==> src/rtl/bfc_pkg.sv <==
package bfc_pkg;
  typedef enum logic [3:0] {
    ST_IDLE,
    ST_BMUL,
    ST_BDIV,
    ST_BFIX,
    ST_ADIV,
    ST_KDIV,
    ST_SMUL,
    ST_SDIV,
    ST_FIN,
    ST_HOLD
  } bfc_state_e;
endpackage

==> src/rtl/bfc_mul_seq.sv <==
// Shift-add multiplier, one multiplier bit per cycle.
module bfc_mul_seq #(
  parameter int AW = 32,
  parameter int BW = 16,
  localparam int PW = AW + BW,
  localparam int CW = $clog2(BW + 1)
) (
  input  logic          clk,
  input  logic          rst_n,
  input  logic          start,
  input  logic [AW-1:0] a,
  input  logic [BW-1:0] b,
  output logic          done,
  output logic [PW-1:0] prod
);
  logic [PW-1:0] acc_q, mcand_q;
  logic [BW-1:0] mplier_q;
  logic [CW-1:0] cnt_q;
  logic          busy_q;

  always_ff @(posedge clk or negedge rst_n) begin
    if (!rst_n) begin
      acc_q    <= '0;
      mcand_q  <= '0;
      mplier_q <= '0;
      cnt_q    <= '0;
      busy_q   <= 1'b0;
      done     <= 1'b0;
    end else begin
      done <= 1'b0;
      if (start) begin
        acc_q    <= '0;
        mcand_q  <= {{BW{1'b0}}, a};
        mplier_q <= b;
        cnt_q    <= CW'(BW);
        busy_q   <= 1'b1;
      end else if (busy_q) begin
        if (mplier_q[0]) acc_q <= acc_q + mcand_q;
        mcand_q  <= mcand_q << 1;
        mplier_q <= mplier_q >> 1;
        cnt_q    <= cnt_q - 1'b1;
        if (cnt_q == CW'(1)) begin
          busy_q <= 1'b0;
          done   <= 1'b1;
        end
      end
    end
  end

  assign prod = acc_q;
endmodule

==> src/rtl/bfc_div_seq.sv <==
// Restoring divider, one quotient bit per cycle.
module bfc_div_seq #(
  parameter int NW = 48,
  parameter int DW = 16,
  localparam int CW = $clog2(NW + 1)
) (
  input  logic          clk,
  input  logic          rst_n,
  input  logic          start,
  input  logic [NW-1:0] num,
  input  logic [DW-1:0] den,
  output logic          done,
  output logic [NW-1:0] quo
);
  logic [DW-1:0] rem_q, den_q;
  logic [NW-1:0] quo_q;
  logic [CW-1:0] cnt_q;
  logic          busy_q;
  logic [DW:0]   trial;
  logic          fits;

  always_comb begin
    trial = {rem_q, quo_q[NW-1]};
    fits  = (trial >= {1'b0, den_q});
  end

  always_ff @(posedge clk or negedge rst_n) begin
    if (!rst_n) begin
      rem_q  <= '0;
      den_q  <= '0;
      quo_q  <= '0;
      cnt_q  <= '0;
      busy_q <= 1'b0;
      done   <= 1'b0;
    end else begin
      done <= 1'b0;
      if (start) begin
        rem_q  <= '0;
        den_q  <= den;
        quo_q  <= num;
        cnt_q  <= CW'(NW);
        busy_q <= 1'b1;
      end else if (busy_q) begin
        if (fits) rem_q <= DW'(trial - {1'b0, den_q});
        else      rem_q <= trial[DW-1:0];
        quo_q <= {quo_q[NW-2:0], fits};
        cnt_q <= cnt_q - 1'b1;
        if (cnt_q == CW'(1)) begin
          busy_q <= 1'b0;
          done   <= 1'b1;
        end
      end
    end
  end

  assign quo = quo_q;
endmodule

==> src/rtl/bfc_gate_rules.sv <==
// Next interrupt enables from the breach kind, limit hits and dependency rule.
module bfc_gate_rules #(
  parameter int FREQ_W = 32
) (
  input  logic              up,
  input  logic              dn,
  input  logic              sat_hit,
  input  logic              snap_zero,
  input  logic              above_i,
  input  logic              below_i,
  input  logic [FREQ_W-1:0] avg,
  input  logic [FREQ_W-1:0] dep,
  input  logic              boost_zero,
  output logic              above_o,
  output logic              below_o
);
  always_comb begin
    if (up) begin
      above_o = ~sat_hit;
      below_o = 1'b1;
    end else if (dn) begin
      above_o = 1'b1;
      below_o = ~snap_zero;
    end else begin
      above_o = above_i;
      below_o = below_i;
    end
    if (dep != '0) begin
      if (avg >= dep)      below_o = 1'b1;
      else if (boost_zero) below_o = 1'b0;
    end
  end
endmodule

==> src/rtl/boost_freq_ctl.sv <==
module boost_freq_ctl #(
  parameter int FREQ_W     = 32,
  parameter int COEF_W     = 16,
  parameter int BOOST_STEP = 16000,
  parameter int PERIOD_MS  = 12
) (
  input  logic              clk,
  input  logic              rst_n,
  input  logic              in_valid,
  output logic              in_ready,
  input  logic              ev_up,
  input  logic              ev_dn,
  input  logic [FREQ_W-1:0] avg_cnt,
  input  logic [FREQ_W-1:0] freq_max,
  input  logic [COEF_W-1:0] gain_up,
  input  logic [COEF_W-1:0] gain_dn,
  input  logic [COEF_W-1:0] sustain_pct,
  input  logic [FREQ_W-1:0] dep_floor,
  input  logic              above_en_i,
  input  logic              below_en_i,
  output logic              out_valid,
  input  logic              out_ready,
  output logic [FREQ_W-1:0] boost_o,
  output logic              above_en_o,
  output logic              below_en_o,
  output logic [FREQ_W-1:0] target_o
);
  import bfc_pkg::*;

  localparam int PW        = FREQ_W + COEF_W;
  localparam int HALF_STEP = BOOST_STEP / 2;
  localparam int PCT       = 100;
  localparam int K_NUM     = PCT * PCT;

  bfc_state_e st_q;

  logic              r_up, r_dn, r_ai, r_bi;
  logic [FREQ_W-1:0] r_avg, r_max, r_dep;
  logic [COEF_W-1:0] r_gup, r_gdn, r_thr;

  logic [FREQ_W-1:0] boost_q, boost_n, avg12_q;
  logic [COEF_W-1:0] k_q;
  logic [PW-1:0]     prod_q, quo_q;
  logic              sat_q, snap_q, launched_q;

  logic [FREQ_W-1:0] res_boost, res_target;
  logic              res_ab, res_bl;

  logic              arith, op_start, mul_start, div_start;
  logic [FREQ_W-1:0] mul_a;
  logic [COEF_W-1:0] mul_b;
  logic [PW-1:0]     mul_p, div_n, div_q;
  logic [COEF_W-1:0] div_d;
  logic              mul_done, div_done;
  logic              gate_ab, gate_bl;
  logic [PW:0]       up_sum, tgt_sum;

  // Arithmetic state sequencing: each step fires its unit once.
  always_comb begin
    arith     = (st_q == ST_BMUL) || (st_q == ST_BDIV) || (st_q == ST_ADIV) ||
                (st_q == ST_KDIV) || (st_q == ST_SMUL) || (st_q == ST_SDIV);
    op_start  = arith && !launched_q;
    mul_start = op_start && ((st_q == ST_BMUL) || (st_q == ST_SMUL));
    div_start = op_start && !((st_q == ST_BMUL) || (st_q == ST_SMUL));
    mul_a     = (st_q == ST_BMUL) ? boost_q : avg12_q;
    mul_b     = (st_q == ST_BMUL) ? (r_up ? r_gup : r_gdn) : k_q;
    unique case (st_q)
      ST_ADIV: begin div_n = PW'(r_avg);  div_d = COEF_W'(PERIOD_MS); end
      ST_KDIV: begin div_n = PW'(K_NUM);  div_d = r_thr;              end
      default: begin div_n = prod_q;      div_d = COEF_W'(PCT);       end
    endcase
    up_sum  = {1'b0, quo_q} + (PW+1)'(BOOST_STEP);
    tgt_sum = {1'b0, quo_q} + (PW+1)'(boost_n);
  end

  bfc_mul_seq #(.AW(FREQ_W), .BW(COEF_W)) u_mul (
    .clk(clk), .rst_n(rst_n), .start(mul_start),
    .a(mul_a), .b(mul_b), .done(mul_done), .prod(mul_p)
  );

  bfc_div_seq #(.NW(PW), .DW(COEF_W)) u_div (
    .clk(clk), .rst_n(rst_n), .start(div_start),
    .num(div_n), .den(div_d), .done(div_done), .quo(div_q)
  );

  bfc_gate_rules #(.FREQ_W(FREQ_W)) u_gate (
    .up(r_up), .dn(r_dn), .sat_hit(sat_q), .snap_zero(snap_q),
    .above_i(r_ai), .below_i(r_bi), .avg(r_avg), .dep(r_dep),
    .boost_zero(boost_n == '0), .above_o(gate_ab), .below_o(gate_bl)
  );

  always_ff @(posedge clk or negedge rst_n) begin
    if (!rst_n) begin
      st_q       <= ST_IDLE;
      r_up       <= 1'b0;
      r_dn       <= 1'b0;
      r_ai       <= 1'b0;
      r_bi       <= 1'b0;
      r_avg      <= '0;
      r_max      <= '0;
      r_dep      <= '0;
      r_gup      <= '0;
      r_gdn      <= '0;
      r_thr      <= '0;
      boost_q    <= '0;
      boost_n    <= '0;
      avg12_q    <= '0;
      k_q        <= '0;
      prod_q     <= '0;
      quo_q      <= '0;
      sat_q      <= 1'b0;
      snap_q     <= 1'b0;
      launched_q <= 1'b0;
      res_boost  <= '0;
      res_target <= '0;
      res_ab     <= 1'b0;
      res_bl     <= 1'b0;
    end else begin
      if (op_start) launched_q <= 1'b1;
      else if (mul_done || div_done) launched_q <= 1'b0;

      unique case (st_q)
        ST_IDLE: if (in_valid) begin
          r_up    <= ev_up;
          r_dn    <= ev_dn & ~ev_up;
          r_ai    <= above_en_i;
          r_bi    <= below_en_i;
          r_avg   <= avg_cnt;
          r_max   <= freq_max;
          r_dep   <= dep_floor;
          r_gup   <= gain_up;
          r_gdn   <= gain_dn;
          r_thr   <= sustain_pct;
          boost_n <= boost_q;
          sat_q   <= 1'b0;
          snap_q  <= 1'b0;
          st_q    <= (ev_up | ev_dn) ? ST_BMUL : ST_ADIV;
        end
        ST_BMUL: if (mul_done) begin
          prod_q <= mul_p;
          st_q   <= ST_BDIV;
        end
        ST_BDIV: if (div_done) begin
          quo_q <= div_q;
          st_q  <= ST_BFIX;
        end
        ST_BFIX: begin
          if (r_up) begin
            if (up_sum >= (PW+1)'(r_max)) begin
              boost_n <= r_max;
              sat_q   <= 1'b1;
            end else begin
              boost_n <= up_sum[FREQ_W-1:0];
            end
          end else begin
            if (quo_q < PW'(HALF_STEP)) begin
              boost_n <= '0;
              snap_q  <= 1'b1;
            end else begin
              boost_n <= quo_q[FREQ_W-1:0];
            end
          end
          st_q <= ST_ADIV;
        end
        ST_ADIV: if (div_done) begin
          avg12_q <= div_q[FREQ_W-1:0];
          if (r_thr == '0) begin
            quo_q <= '0;
            st_q  <= ST_FIN;
          end else begin
            st_q <= ST_KDIV;
          end
        end
        ST_KDIV: if (div_done) begin
          k_q  <= div_q[COEF_W-1:0];
          st_q <= ST_SMUL;
        end
        ST_SMUL: if (mul_done) begin
          prod_q <= mul_p;
          st_q   <= ST_SDIV;
        end
        ST_SDIV: if (div_done) begin
          quo_q <= div_q;
          st_q  <= ST_FIN;
        end
        ST_FIN: begin
          boost_q    <= boost_n;
          res_boost  <= boost_n;
          res_ab     <= gate_ab;
          res_bl     <= gate_bl;
          res_target <= (tgt_sum > (PW+1)'({FREQ_W{1'b1}})) ? {FREQ_W{1'b1}}
                                                            : tgt_sum[FREQ_W-1:0];
          st_q       <= ST_HOLD;
        end
        ST_HOLD: if (out_ready) st_q <= ST_IDLE;
        default: st_q <= ST_IDLE;
      endcase
    end
  end

  assign in_ready   = (st_q == ST_IDLE);
  assign out_valid  = (st_q == ST_HOLD);
  assign boost_o    = res_boost;
  assign target_o   = res_target;
  assign above_en_o = res_ab;
  assign below_en_o = res_bl;
endmodule

==> config.mk <==
export PLATFORM = sky130hd
export DESIGN_NAME = boost_freq_ctl
export DESIGN_NICKNAME = d
export VERILOG_FILES = /design/src/rtl/bfc_pkg.sv /design/src/rtl/bfc_mul_seq.sv /design/src/rtl/bfc_div_seq.sv /design/src/rtl/bfc_gate_rules.sv /design/src/rtl/boost_freq_ctl.sv
export SDC_FILE = /design/constraint.sdc
export NUM_CORES = 1
export LEC_CHECK = 0
export BUFFER_PORTS_ARGS = -buffer_cell sky130_fd_sc_hd__buf_4
export CORE_ASPECT_RATIO = 1.5
export CORE_MARGIN = 2
export CORE_UTILIZATION = 29
export DETAILED_ROUTE_END_ITERATION = 12
export PLACE_DENSITY = 0.48
export SKIP_LAST_GASP = 1
export SLEW_MARGIN = 20
export SYNTH_ARGS = -nofsm -noshare
export SYNTH_HDL_FRONTEND = slang
export SYNTH_SLANG_ARGS = --single-unit
export TNS_END_PERCENT = 50
==> constraint.sdc <==
create_clock -name clk -period 7.9 [get_ports clk]
set_clock_uncertainty 0.1 [all_clocks]
set_input_delay 0.395 -clock clk [delete_from_list [all_inputs] [get_ports clk]]
set_output_delay 0.395 -clock clk [all_outputs]
set_load 0.005 [all_outputs]
==> metrics list, run 1 <==
- Result of the run: finished clean
* Total Wirelength: 119,000 um
* Largest voltage drop on the vdd net: between 150 and 200 uV
* Total of endpoints with negative setup slack in the final report: 0
- Clock Pin Slew Worst Setup and Hold Paths: about 60 ps
- Vertical extent of the die: 424 um
* EDFF count, synth: 0
* Hold/Removal Path Class: input pin to register
* Number of max-capacitance violations reported: 0
* GP Congestion: between 0.9 and 1
- CTS H-tree depth: 3
- For the worst-skew pair, the clock arrives at the later sink with an insertion delay of 680 ps.
- Overall power: 0.0161 W
- Share of the clock period used by the worst path after layout: 76.6%
- TritonCTS created 74 clock buffers.
* Total negative setup slack: 0 ps
* Synthesized area divided by synthesized cell count: a little under 10 um2
- Count of unresolved DRC violations after routing: 0
* Max incr delay on CP: between 600 and 700 ps
* Number of different library cells in the post-synthesis netlist: 89
- Derived from the worst setup path, the maximum achievable clock frequency is between 150 and 200 MHz.
- Headroom to the max-slew limit: 28.1%
- Counting along the longest clock path gives a buffer depth of 3.
* Post-route cell area: 41,300 um2
- First-pass GRT wire length: 180,000 um
* Clock tree from TritonCTS: done
- Counting every net in the synthesized netlist gives 3,763.
* CTS-repair resized insts: 0
- The cell family contributing the most delay on the critical path is simple AND/OR/NAND/NOR gates.
- Final Critical Period: 6060 ps
- First DRT Iteration DRCs: 1,648
- Counting flops and latches in the post-synthesis netlist gives 604.
- I/O pins: 220
- The final hold violation count is 0.
- Flip-flop cell with the highest count after synthesis: sky130_fd_sc_hd__dfrtp_1
- The clock net in this run drives a total of 604 sinks.
* Number of optimization iterations in the first detailed-route pass: 5
* Smallest hold slack: approximately 150 ps
- Number of global-route vias before repair: about 28,000
* Slowest CP cell: sky130_fd_sc_hd__nand4_1
- The floorplan step defined a core boundary enclosing between 100,000 and 150,000 um2.
- Yosys synthesis warning count: 0
* Critical path arrival: 6490 ps
- From synthesis to final layout, the design area changed by 21.3%.
- Type of origin of the critical path: register
- Critical path endpoint category: register
- Number of rows in the core area: between 150 and 200
- Syn Std Cell Area: 34,100 um2
- Buffers placed on the I/O ports in this run total 219.
- Synth async-reset ratio: 100%
- The top cell types in the final layout, fill and taps aside, are sky130_fd_sc_hd__dfrtp_1 (600), sky130_fd_sc_hd__nand2_1 (326), sky130_fd_sc_hd__mux2_2 (280).
* Root cell of the clock tree: sky130_fd_sc_hd__clkbuf_16
* Cells along the critical path: ha_1, or3_1, or4_1, nor2b_1, nand3_1, nor3_1, nand3_1, xnor2_1, ha_1, a21oi_1, nor2_1, a2111oi_0, o2bb2ai_1, o21ai_0, nand4_1, buf_12, nor2_1, a311o_1, a21oi_1
* Ratio of cells with drive above 1 in the final layout: between 10% and 20%
- Via count: 27,700
- Dividing the detail-routed via count by the number of cells gives 5.17.
* Number of nets with antenna violations after detailed routing: 0
* Data required time at the worst endpoint: between 8000 and 9000 ps
* Start-to-end type of the worst setup path: register to register
* Largest net degree at the start of global routing: 152
* Pwr Density: 389 nW/um2
* Final count of pins violating max slew: 0
- Initial antenna violation count: 1
* Average routed wire per standard cell: 22.2 um
- The analysis attributes to cell leakage a power of 19.3 nW.
- Horizontal die dimension: 284 um
- Worst path buffer plus inverter count: 1
* Cells after synthesis: 3,444
- At the pin with the least slew margin, the transition time is 1070 ps.
* Largest fanout on the critical path: 45
- Detailed placement finished with a half-perimeter wire length of around 87,000 um.
- Unrepaired setup endpoints after global routing: false
- Once the floorplan was initialized, standard cells occupied 29.1% of the core.
- Of the synthesized area, sequential elements account for about 44%.
* Area of the die: about 120,000 um2
- In the final design database the tool counted 4,048 nets.
* Remaining global-route overflow: 0
- Global router's overall resource usage: 19.5%
- The placed instances occupy a cell area of 37,300 um2.
- Leaving out fill and tap cells, the most frequent cell in the layout is sky130_fd_sc_hd__dfrtp_1.
sequential cells by signal, summed over array words and instances, names as in the netlist, 32 cells and up:
signal / flops
u_div.quo: 48
prod_q: 48
r_avg: 32
u_mul.mcand_q: 48
boost_n: 32
quo_q: 48
u_mul.prod: 48
r_dep: 32
boost_o: 32
avg12_q: 32
r_max: 32
target_o: 32
per-stage QoR:
step,util (%),setup slack (ps),cells
after global routing,35.3,1390,5349
after detailed placement,31.9,1950,5064
final,35.3,1840,5349
after CTS,35.3,1880,5348
after global placement,31.9,2020,5064
after floorplan,-,3580,3444
cells by family (layout without fill, tap and decap cells):
kind of cell / Yosys count / after routing / share of synthesized area, %
xor+xnor: 114 / 114 / 2.93
simple gates: 974 / 974 / 13.7
mux: 418 / 418 / 13.4
other cells: 0 / 1 / 0
compound gates: 842 / 842 / 15.7
buf+inv: 325 / 669 / 3.70
flops: 604 / 604 / 44.4
fa+ha+maj: 167 / 167 / 6.20
metal layers:
metal / track usage, % / up-vias / share of wire [%]
li1: - / 13100 / -
met1: 23.3 / 13700 / 42
met2: 34.8 / 643 / 51
met3: 2.41 / 208 / 3.4
met4: 8.73 / 0 / 4.3
met5: 0 / - / 0
path summary, 6_finish.rpt:
check	from	endpoint	slack [ps]	depth (start not counted)
max	quo_q[7]	boost_n[13]	1840	19
min	ev_dn	r_dn	150	3
max reg2reg	quo_q[7]	boost_n[13]	1840	19
min reg2reg	prod_q[31]	u_div.quo[31]	390	2
max in group asynchronous	rst_n	u_mul.mcand_q[10]	5520	4
min in group asynchronous	rst_n	r_max[20]	160	2
cells in the mapped netlist, drive strengths merged, types with 12 or more instances:
master  count  share of area, %
buf        38              0.54
dfrtp     604                44
a21oi     238               3.5
o21ai     188               2.8
xor2       49               1.3
nand2b     29              0.53
o22ai      23              0.42
xnor2      65               1.7
clkbuf    167               1.8
a21o       77               1.7
inv       120               1.3
nor2      203               2.2
nor3       58              0.85
o21a       23              0.51
nand3     123               1.8
nor2b      45              0.83
nor4       41              0.80
a22oi      51               1.1
o211ai     35              0.79
ha        164               6.0
and3       17              0.31
a31oi      20              0.37
o21bai     17              0.37
nand4      55               1.0
o31ai      12              0.26
mux2i     131               3.8
mux2      287               9.6
a211oi     67               1.5
or3        20              0.37
nand2     327               3.6
area by class of cell:
| cell class | count | area (um2) |
|---|---|---|
| Inverter | 120 | 450 |
| Tap cell | 1560 | 1950 |
| Timing Repair Buffer | 414 | 3540 |
| Fill cell | 12000 | 75600 |
| Antenna cell | 1 | 2.50 |
| Clock inverter | 37 | 467 |
| Sequential cell | 604 | 15100 |
| Multi-Input combinational cell | 2515 | 17800 |
| Clock buffer | 98 | 2040 |
power breakdown:
part           internal (W)  switching (W)
Sequential          0.00426        0.00138
Clock               0.00210        0.00147
Combinational       0.00300        0.00385
timing repair:
item,4_1_cts,5_1_grt
buffers inserted,0,0
hold buffers,149,0
endpoints found under the hold margin,209,0
endpoints found under the setup margin,0,0
worst min-delay path, delay by kind of cell:
| family | cells | cell delay [ps] |
|---|---|---|
| AND/OR/NAND/NOR | 1 | 220 |
| buffers and inverters | 1 | 130 |
| AO/OA/AOI/OAI | 1 | 110 |
No activity file was read; power rests on OpenSTA's default activity.
==> run 2, diff against run 1 <==
--- a/config.mk
+++ b/config.mk
@@ -5,6 +5,7 @@
 export SDC_FILE = /design/constraint.sdc
 export NUM_CORES = 1
 export LEC_CHECK = 0
+export ABC_AREA = 1
 export BUFFER_PORTS_ARGS = -buffer_cell sky130_fd_sc_hd__buf_4
 export CORE_ASPECT_RATIO = 1.5
 export CORE_MARGIN = 2
==> constraint.sdc (replaced) <==
create_clock -name clk -period 5.7 [get_ports clk]
set_clock_uncertainty 0.1 [all_clocks]
set_input_delay 0.285 -clock clk [delete_from_list [all_inputs] [get_ports clk]]
set_output_delay 0.285 -clock clk [all_outputs]
set_load 0.005 [all_outputs]
==> run 2 against run 1 <==
  * Critical path depth shrank 1
  * Critical path type unchanged
  * Sequential share of layout area down 0.83 points
  * Area after synthesis grew 2.9%
  * Final cell count up 23%
  * Largest power group unchanged
  * Non-clock buffer count grew 4
==> metrics list, run 2 <==
* Type of origin of the critical path: register
- Number of max-capacitance violations reported: 0 (unchanged)
- Latest clock arrival within the worst-skew pair: 670 ps (about the same)
- The clock buffer count from CTS was 68 (-8.1%).
- The fraction of power consumed by combinational cells came to 39.9% (-2.7 points).
- Standby leakage power: 19.8 nW (+2.4%)
- The total global routing track utilization was 24.0% (+4.5 points).
- Clock tree synthesis selected as its root buffer the cell sky130_fd_sc_hd__clkbuf_16.
- The cell area after layout was 42,300 um2 (+2.3%).
- Ranked by instance count, the synthesized netlist is headed by sky130_fd_sc_hd__nand2_1 (1,110), sky130_fd_sc_hd__dfrtp_1 (604), sky130_fd_sc_hd__inv_1 (568).
* Smallest hold slack: 76.5 ps (-75.0 ps)
* Initial Utilization: 29.2% (+0.036 points)
* CTS H-tree depth: 3 (unchanged)
* Number of global-route vias before repair: 33,800 (+19%)
- The count of unresolved DRC violations after routing was 0 (unchanged).
- The area taken by flip-flops and latches came to 15,100 um2 (about the same).
- Sinks on Clock Net: 604 (unchanged)
* Clock Pin Slew Worst Setup and Hold Paths: 70 ps (about the same)
* Multi-input logic area: 17,100 um2 (-3.8%)
- Total of endpoints with negative setup slack in the final report: 0 (unchanged)
- Synthesized netlist net count: 4,960 (+32%)
- The share of async-settable or async-resettable flops after synthesis was 100% (unchanged).
- The worst setup slack for register-to-register paths was 1180 ps (-670 ps).
- Vertical extent of the die: 430 um (+1.4%)
- The average wire length per cell after detail routing came to 22.8 um (+3.0%).
- Number of nets with antenna violations after detailed routing: 0 (unchanged)
* Result of the run: finished clean
- The placed instance area was 38,400 um2 (+2.8%).
- Max incr delay on CP: 620 ps (-20 ps)
- The startpoint identified for the worst register-to-register timing path is quo_q[7].
- Yosys synthesis warning count: 0 (unchanged)
* Largest voltage drop on the vdd net: 245 uV (+35%)
- Clock tree from TritonCTS: done
- CTS max path bufs: 3 (unchanged)
- Flop pwr share: 35.5% (+0.4 points)
- Slowest CP cell: sky130_fd_sc_hd__nor3_1
* Reported net switching power: 0.00844 W (+26%)
* Share of total power in the clock network: 24.6% (+2.3 points)
* Pwr Density: 460 nW/um2 (+18%)
* Post-synthesis sequential element count: 604 (unchanged)
- Cells along the critical path: ha_1, inv_1, nand2_1, nand2_1, nand2_1, xor2_1, inv_1, ha_1, nand4_1, nor3_1, nand4_1, nor2_1, nand3_2, buf_4, nand3_4, nand2_1, nand3_1, a21oi_1
- Final Hold Fails: 0 (unchanged)
- Yosys attributes the largest share of cell area to sky130_fd_sc_hd__dfrtp_1 (43%), sky130_fd_sc_hd__nand2_1 (12%), sky130_fd_sc_hd__o21ai_0 (6.2%), sky130_fd_sc_hd__inv_1 (6.1%), sky130_fd_sc_hd__ha_1 (5.9%).
- The max-slew violation count was 0 (unchanged).
* Post-synthesis to final-layout area growth: 20.6%
- Number of cells on the worst reg-to-reg path: 18 (-1)
* Post-synth top area cell: sky130_fd_sc_hd__dfrtp_1
- Most used standard cell by instance count after synthesis: sky130_fd_sc_hd__nand2_1
- The global-route wire length before repair is 221,000 um (+23%).
- The setup path with the least slack is of type register to register.
- The total length of routed wires is 150,000 um (+27%).
* Unrepaired setup endpoints after global routing: false
- I/O pins: 220 (unchanged)
* Proportion of netlist area held by the largest area contributor: 43.1% (-1.3 points)
- The mean number of vias per cell is 5.02 (-2.9%).
- Critical Path Most Common Cell: sky130_fd_sc_hd__nand2_1
- The largest net degree at the start of global routing is 167 (+9.9%).
- The min-delay analysis places its worst path in the category input pin to async pin.
* Final-layout fill cell count: 12,800 (+6.2%)
- Leaving out fill and tap cells, the most frequent cells in the layout are sky130_fd_sc_hd__nand2_1 (1,104), sky130_fd_sc_hd__dfrtp_1 (603), sky130_fd_sc_hd__inv_1 (564).
- Flip-flop cell with the highest count after synthesis: sky130_fd_sc_hd__dfrtp_1
- The final setup slack of the worst path came to 1180 ps (-665 ps).
- Data required time at the worst endpoint: 6150 ps (-2180 ps)
- The total internal power was 0.0110 W (+17%).
* Upper clock frequency limit: 221 MHz (+34%)
- The cell area after technology mapping came to 35,100 um2 (+2.9%).
- The number of violations reported at the end of detailed-routing iteration 0 was 2,111 (+28%).
- The number of search-and-repair iterations in the first detailed-routing pass is 5 (unchanged).
* Critical path arrival: 4970 ps (-1520 ps)
- Largest fanout on the critical path: 33 (-27%)
- EDFF count, synth: 0 (unchanged)
- The part of the Yosys area used for sequential elements came to 43.1% (-1.3 points).
- Share of the clock period used by the worst path after layout: 79.3% (+2.7 points)
* Via count: 33,000 (+19%)
- Total negative setup slack: 0 ps (unchanged)
- Count of buffers from port buffering: 219 (unchanged)
- The proportion of total power due to net switching came to 43.4% (+1.7 points).
* Critical path endpoint category: register
* Leading cell type in the layout, fill and taps excluded: sky130_fd_sc_hd__nand2_1
- The headroom to the max-slew limit is 29.3% (+1.3 points).
- GP Congestion: 0.974 (+6.0%)
- Total Nets Final: 5,258 (+30%)
- The HPWL after detailed placement is 117,000 um (+34%).
- The proportion of layout cells with a drive suffix above 1 is 8.52% (-10 points).
- The die footprint is 124,000 um2 (+2.9%).
* Synthesized area divided by synthesized cell count: 7.56 um2 (-24%)
- Number of different library cells in the post-synthesis netlist: 57 (-36%)
- Core ar.: 120,000 um2 (+2.8%)
* Horizontal die dimension: 288 um (+1.4%)
* Pin slew with the least headroom to its limit: 1050 ps (-24.5 ps)
- The gate count of the mapped netlist came to 4,641 (+35%).
* Number of rows in the core area: 156 (+1.3%)
- The sum of overflow across all layers after global routing came to 0 (unchanged).
- The worst register-to-register path ends at boost_n[1].
* Initial antenna violation count: 4 (+3)
- The post-placement worst setup slack was 1230 ps (-724 ps).
- CTS-repair resized insts: 0 (unchanged)
- Final Critical Period: 4520 ps (-1530 ps)
-- run 2: layer usage --
metal	track usage [%]	share of wire, %
met1	27.6	39
met2	43.5	52
met3	1.83	3.1
met4	13.4	5.9
met5	0	0.010
-- run 2: timing repair --
action,in CTS,in global routing
hold endpoints to repair,219,0
hold buffers,151,0
buffers inserted,0,0
-- run 2: final cells by class --
type	instances	share of cell area [%]
diodes	3	0.0178
clock buffers	89	4.57
clock inverters	30	1.03
inverters	575	5.10
multi-input cells	3272	40.4
flip-flops and latches	604	35.7
well taps	1580	4.68
repair buffers	418	8.45
-- run 2: logic make-up after synthesis --
group / count (synthesis) / share of synthesized area, %
flip-flops: 604 / 43.1
AO/OA/AOI/OAI: 1000 / 16.6
AND/OR/NAND/NOR: 2023 / 23.9
XOR/XNOR: 77 / 1.92
adder cells (fa/ha/maj): 167 / 6.02
multiplexers: 5 / 0.161
buffers and inverters: 765 / 8.36
-- run 2: worst max-delay path by stage --
stage / slack [ps] / from / cells past startpoint / to
final: 1180 / quo_q[7] / 18 / boost_n[1]
after global routing: 860 / quo_q[18] / 19 / boost_n[30]
after CTS: 1200 / quo_q[16] / 19 / boost_n[6]
after detailed placement: 1230 / quo_q[16] / 19 / boost_n[6]
after global placement: 1220 / quo_q[16] / 19 / boost_n[14]
after floorplan: 2560 / quo_q[7] / 19 / boost_n[23]
-- run 2: critical path, delay by kind of cell, from the launching register on --
| family | cells | cell delay (ps) |
|---|---|---|
| flip-flops | 1 | 460 |
| buffers and inverters | 3 | 450 |
| AO/OA/AOI/OAI | 1 | 70 |
| XOR/XNOR | 1 | 270 |
| adder cells (fa/ha/maj) | 2 | 550 |
| AND/OR/NAND/NOR | 11 | 2450 |
-- run 2: through the flow --
stage	std cells	power [W]	utilization [%]
6_report	6571	0.0194	35.2
2_1_floorplan	4641	0.0114	-
5_1_grt	6569	0.0208	35.2
4_1_cts	6568	0.0197	35.2
3_3_place_gp	6298	0.0146	31.9
3_5_place_dp	6298	0.0147	31.9
-- run 2: power by group through the flow --
stage | combinational, W | sequential [W] | clock, W
finish | 0.00775 | 0.00691 | 0.00478
global placement | 0.00769 | 0.00695 | 0
floorplan | 0.00499 | 0.00639 | 0
detailed placement | 0.00772 | 0.00696 | 0
CTS | 0.00784 | 0.00690 | 0.00491
global route | 0.00874 | 0.00704 | 0.00505
==> run 3, diff against run 2 <==
--- a/config.mk
+++ b/config.mk
@@ -5,7 +5,7 @@
 export SDC_FILE = /design/constraint.sdc
 export NUM_CORES = 1
 export LEC_CHECK = 0
-export ABC_AREA = 1
+export ABC_AREA = 0
 export BUFFER_PORTS_ARGS = -buffer_cell sky130_fd_sc_hd__buf_4
 export CORE_ASPECT_RATIO = 1.5
 export CORE_MARGIN = 2
==> constraint.sdc (replaced) <==
create_clock -name clk -period 4.7 [get_ports clk]
set_clock_uncertainty 0.1 [all_clocks]
set_input_delay 0.235 -clock clk [delete_from_list [all_inputs] [get_ports clk]]
set_output_delay 0.235 -clock clk [all_outputs]
set_load 0.005 [all_outputs]
==> run 3 against run 2 <==
  * First-iteration DRC count is 28% lower
  * Die area down 2.8%
  * Via count fell by 15%
  * Worst setup slack got worse by 1000 ps
  * Critical path depth grew 1
  * Worst hold slack got worse by 44 ps
  * Register-to-register slack lost 1000 ps
==> metrics list, run 3 (synthesis results as in run 1) <==
- The number of H-tree branching levels came to 3 (unchanged).
- Final critical-path setup slack: 175 ps (-1000 ps)
- The sum of overflow across all layers after global routing is 0 (unchanged).
* GP Congestion: 0.925 (-5.1%)
- The die footprint came to 120,000 um2 (-2.8%).
- The final clock period utilization by the worst path came to 96.3% (+17 points).
- Count of buffers from port buffering: 219 (unchanged)
- Via count: 27,900 (-15%)
- The latest clock arrival within the worst-skew pair is 670 ps (about the same).
- In this run the worst hold path is classified as input pin to async pin.
- The area taken by flip-flops and latches is 15,100 um2 (about the same).
* Clock Pin Slew Worst Setup and Hold Paths: 60 ps (about the same)
- The die extent in x came to 284 um (-1.4%).
* Number of global-route vias before repair: 28,800 (-15%)
- Type of origin of the critical path: register
- The maximum count of clock buffers along a single path was 3 (unchanged).
- Post-synthesis to final-layout area growth: 22.9%
* Pwr Density: 650 nW/um2 (+41%)
* Largest fanout on the critical path: 8 (-76%)
* Placed insts: 5,113 (-19%)
* Total of endpoints with negative setup slack in the final report: 0 (unchanged)
- The run finished with clean final reports.
* Start-to-end type of the worst setup path: register to register
- Post-detailed-route via-to-cell ratio: 5.18 (+3.1%)
* Ratio of cells with drive above 1 in the final layout: 20.2% (+12 points)
- The fmax is 221 MHz (about the same).
* Core ar.: 117,000 um2 (-2.7%)
- The standby leakage power is 19.6 nW (-0.59%).
- Multi-input logic area: 17,800 um2 (+4.4%)
- The met2 demand-to-capacity share in global routing came to 34.5% (-9.1 points).
- Count of placed standard cells in the final layout, fillers left out: 5,397 (-18%)
- The highest ir drop seen on vdd is 311 uV (+27%).
* Initial antenna violation count: 3 (-1)
- The placement row count is 154 (-1.3%).
* Headroom to the max-slew limit: 32.9% (+3.6 points)
* Initial Utilization: 29.1% (-0.036 points)
- The total length of routed wires is 118,000 um (-21%).
* Average routed wire per standard cell: 21.9 um (-3.9%)
* Clock tree from TritonCTS: done
- First-pass GRT wire length: 181,000 um (-18%)
- The clock buffer count from CTS came to 71 (+4.4%).
- Global router's overall resource usage: 19.5% (-4.5 points)
* HPWL reported at the end of detailed placement: 87,000 um (-25%)
* First DRT Iteration DRCs: 1,524 (-28%)
- Leading cell type in the layout, fill and taps excluded: sky130_fd_sc_hd__dfrtp_1
- Met1 layer usage reported by global route: 23.3% (-4.3 points)
- The max capacitance violation total is 0 (unchanged).
- The worst path required time was 5130 ps (-1020 ps).
* I/O pins: 220 (unchanged)
* Critical path arrival: 4960 ps (about the same)
* Peak-usage layer in the global routing report: met2
* Total Nets Final: 4,099 (-22%)
- Pin slew with the least headroom to its limit: 1010 ps (-43.7 ps)
- The final period demand of the worst path was 4520 ps (+4.19 ps).
- Critical path endpoint category: register
- Number of nets with antenna violations after detailed routing: 0 (unchanged)
- The clock sink count came to 604 (unchanged).
* Count of unresolved DRC violations after routing: 0 (unchanged)
- The height of the chip is 424 um (-1.4%).
- Number of optimization iterations in the first detailed-route pass: 5 (unchanged)
- Commonest cells after routing, fill and taps aside: sky130_fd_sc_hd__dfrtp_1 (600), sky130_fd_sc_hd__nand2_1 (326), sky130_fd_sc_hd__buf_4 (305)
* Root cell of the clock tree: sky130_fd_sc_hd__clkbuf_16
- The post-placement worst setup slack was -41.5 ps (-1270 ps).
- Met3 Track Usage GR: 2.42% (+0.58 points)
- Final-layout fill cell count: 11,900 (-7.0%)
- The final hold violation count came to 0 (unchanged).
* Final count of pins violating max slew: 0 (unchanged)
- Largest net degree at the start of global routing: 128 (-23%)
run 3: where the power goes:
part	switching [W]	internal, W	total, W
combinational	0.00651	0.00522	0.0117
sequential	0.00239	0.00716	0.00956
clock	0.00240	0.00355	0.00595
total	0.0113	0.0159	0.0272
run 3: metal layers:
metal / routed length [um] / vias up / share of wire [%]
met1: 48700 / 13900 / 41
met2: 59700 / 646 / 50
met3: 4200 / 212 / 3.5
li1: - / 13200 / -
met5: 0 / - / 0
met4: 5790 / 0 / 4.9
run 3: timing repair:
| item | in CTS | in global routing |
|---|---|---|
| gates cloned | 0 | 1 |
| endpoints found under the setup margin | 26 | 33 |
| endpoints found under the hold margin | 271 | 0 |
| gates resized for setup | 3 | 15 |
| pin swaps | 0 | 7 |
| hold buffers | 150 | 0 |
| buffers inserted | 0 | 3 |
run 3: cell type report:
class | count | share of cell area [%]
Tap cell | 1560 | 4.66
Inverter | 120 | 1.08
Multi-Input combinational cell | 2515 | 42.6
Sequential cell | 604 | 36.1
Timing Repair Buffer | 468 | 9.63
Clock buffer | 96 | 4.95
Antenna cell | 2 | 0.0120
Clock inverter | 32 | 0.974
run 3: path summary, 6_finish.rpt:
kind / startpoint / end / slack (ps) / depth (start not counted)
min in group clk: in_valid / st_q[1] / 160 / 5
min reg2reg: prod_q[1] / u_div.quo[1] / 390 / 2
min: rst_n / r_max[24] / 30 / 2
max reg2reg: quo_q[7] / boost_n[4] / 180 / 19
max in group asynchronous: rst_n / u_mul.mcand_q[41] / 3280 / 3
max: quo_q[7] / boost_n[4] / 180 / 19
run 3: critical path, cell delays in order, from the launching register on:
cell                        delay, ps
sky130_fd_sc_hd__dfrtp_1          380
sky130_fd_sc_hd__ha_2             200
sky130_fd_sc_hd__or3_4            330
sky130_fd_sc_hd__or4_4            580
sky130_fd_sc_hd__nor2b_4          180
sky130_fd_sc_hd__nand3_2           80
sky130_fd_sc_hd__nor3_1            90
sky130_fd_sc_hd__nand3_1          110
sky130_fd_sc_hd__xnor2_1          160
sky130_fd_sc_hd__ha_1             290
sky130_fd_sc_hd__a21oi_1          180
sky130_fd_sc_hd__nor2_1            90
sky130_fd_sc_hd__a2111oi_2        260
sky130_fd_sc_hd__o2bb2ai_2        140
sky130_fd_sc_hd__o21ai_1          160
sky130_fd_sc_hd__nand4_1          120
sky130_fd_sc_hd__buf_6            160
sky130_fd_sc_hd__clkbuf_16        170
sky130_fd_sc_hd__mux2_4           290
sky130_fd_sc_hd__a221o_1          290
run 3: per-stage QoR:
stage	total power (W)	utilization [%]	TNS (ps)	hold WS (ps)	instance area, um2
after floorplan	0.0167	-	0	-161	34100
after global routing	0.0291	35.8	-26.9	79.2	41900
after detailed placement	0.0212	32.3	-129	138	37800
after CTS	0.0274	35.7	0	22.9	41800
after global placement	0.0210	32.3	0	138	37800
final	0.0272	35.8	0	32.3	41900
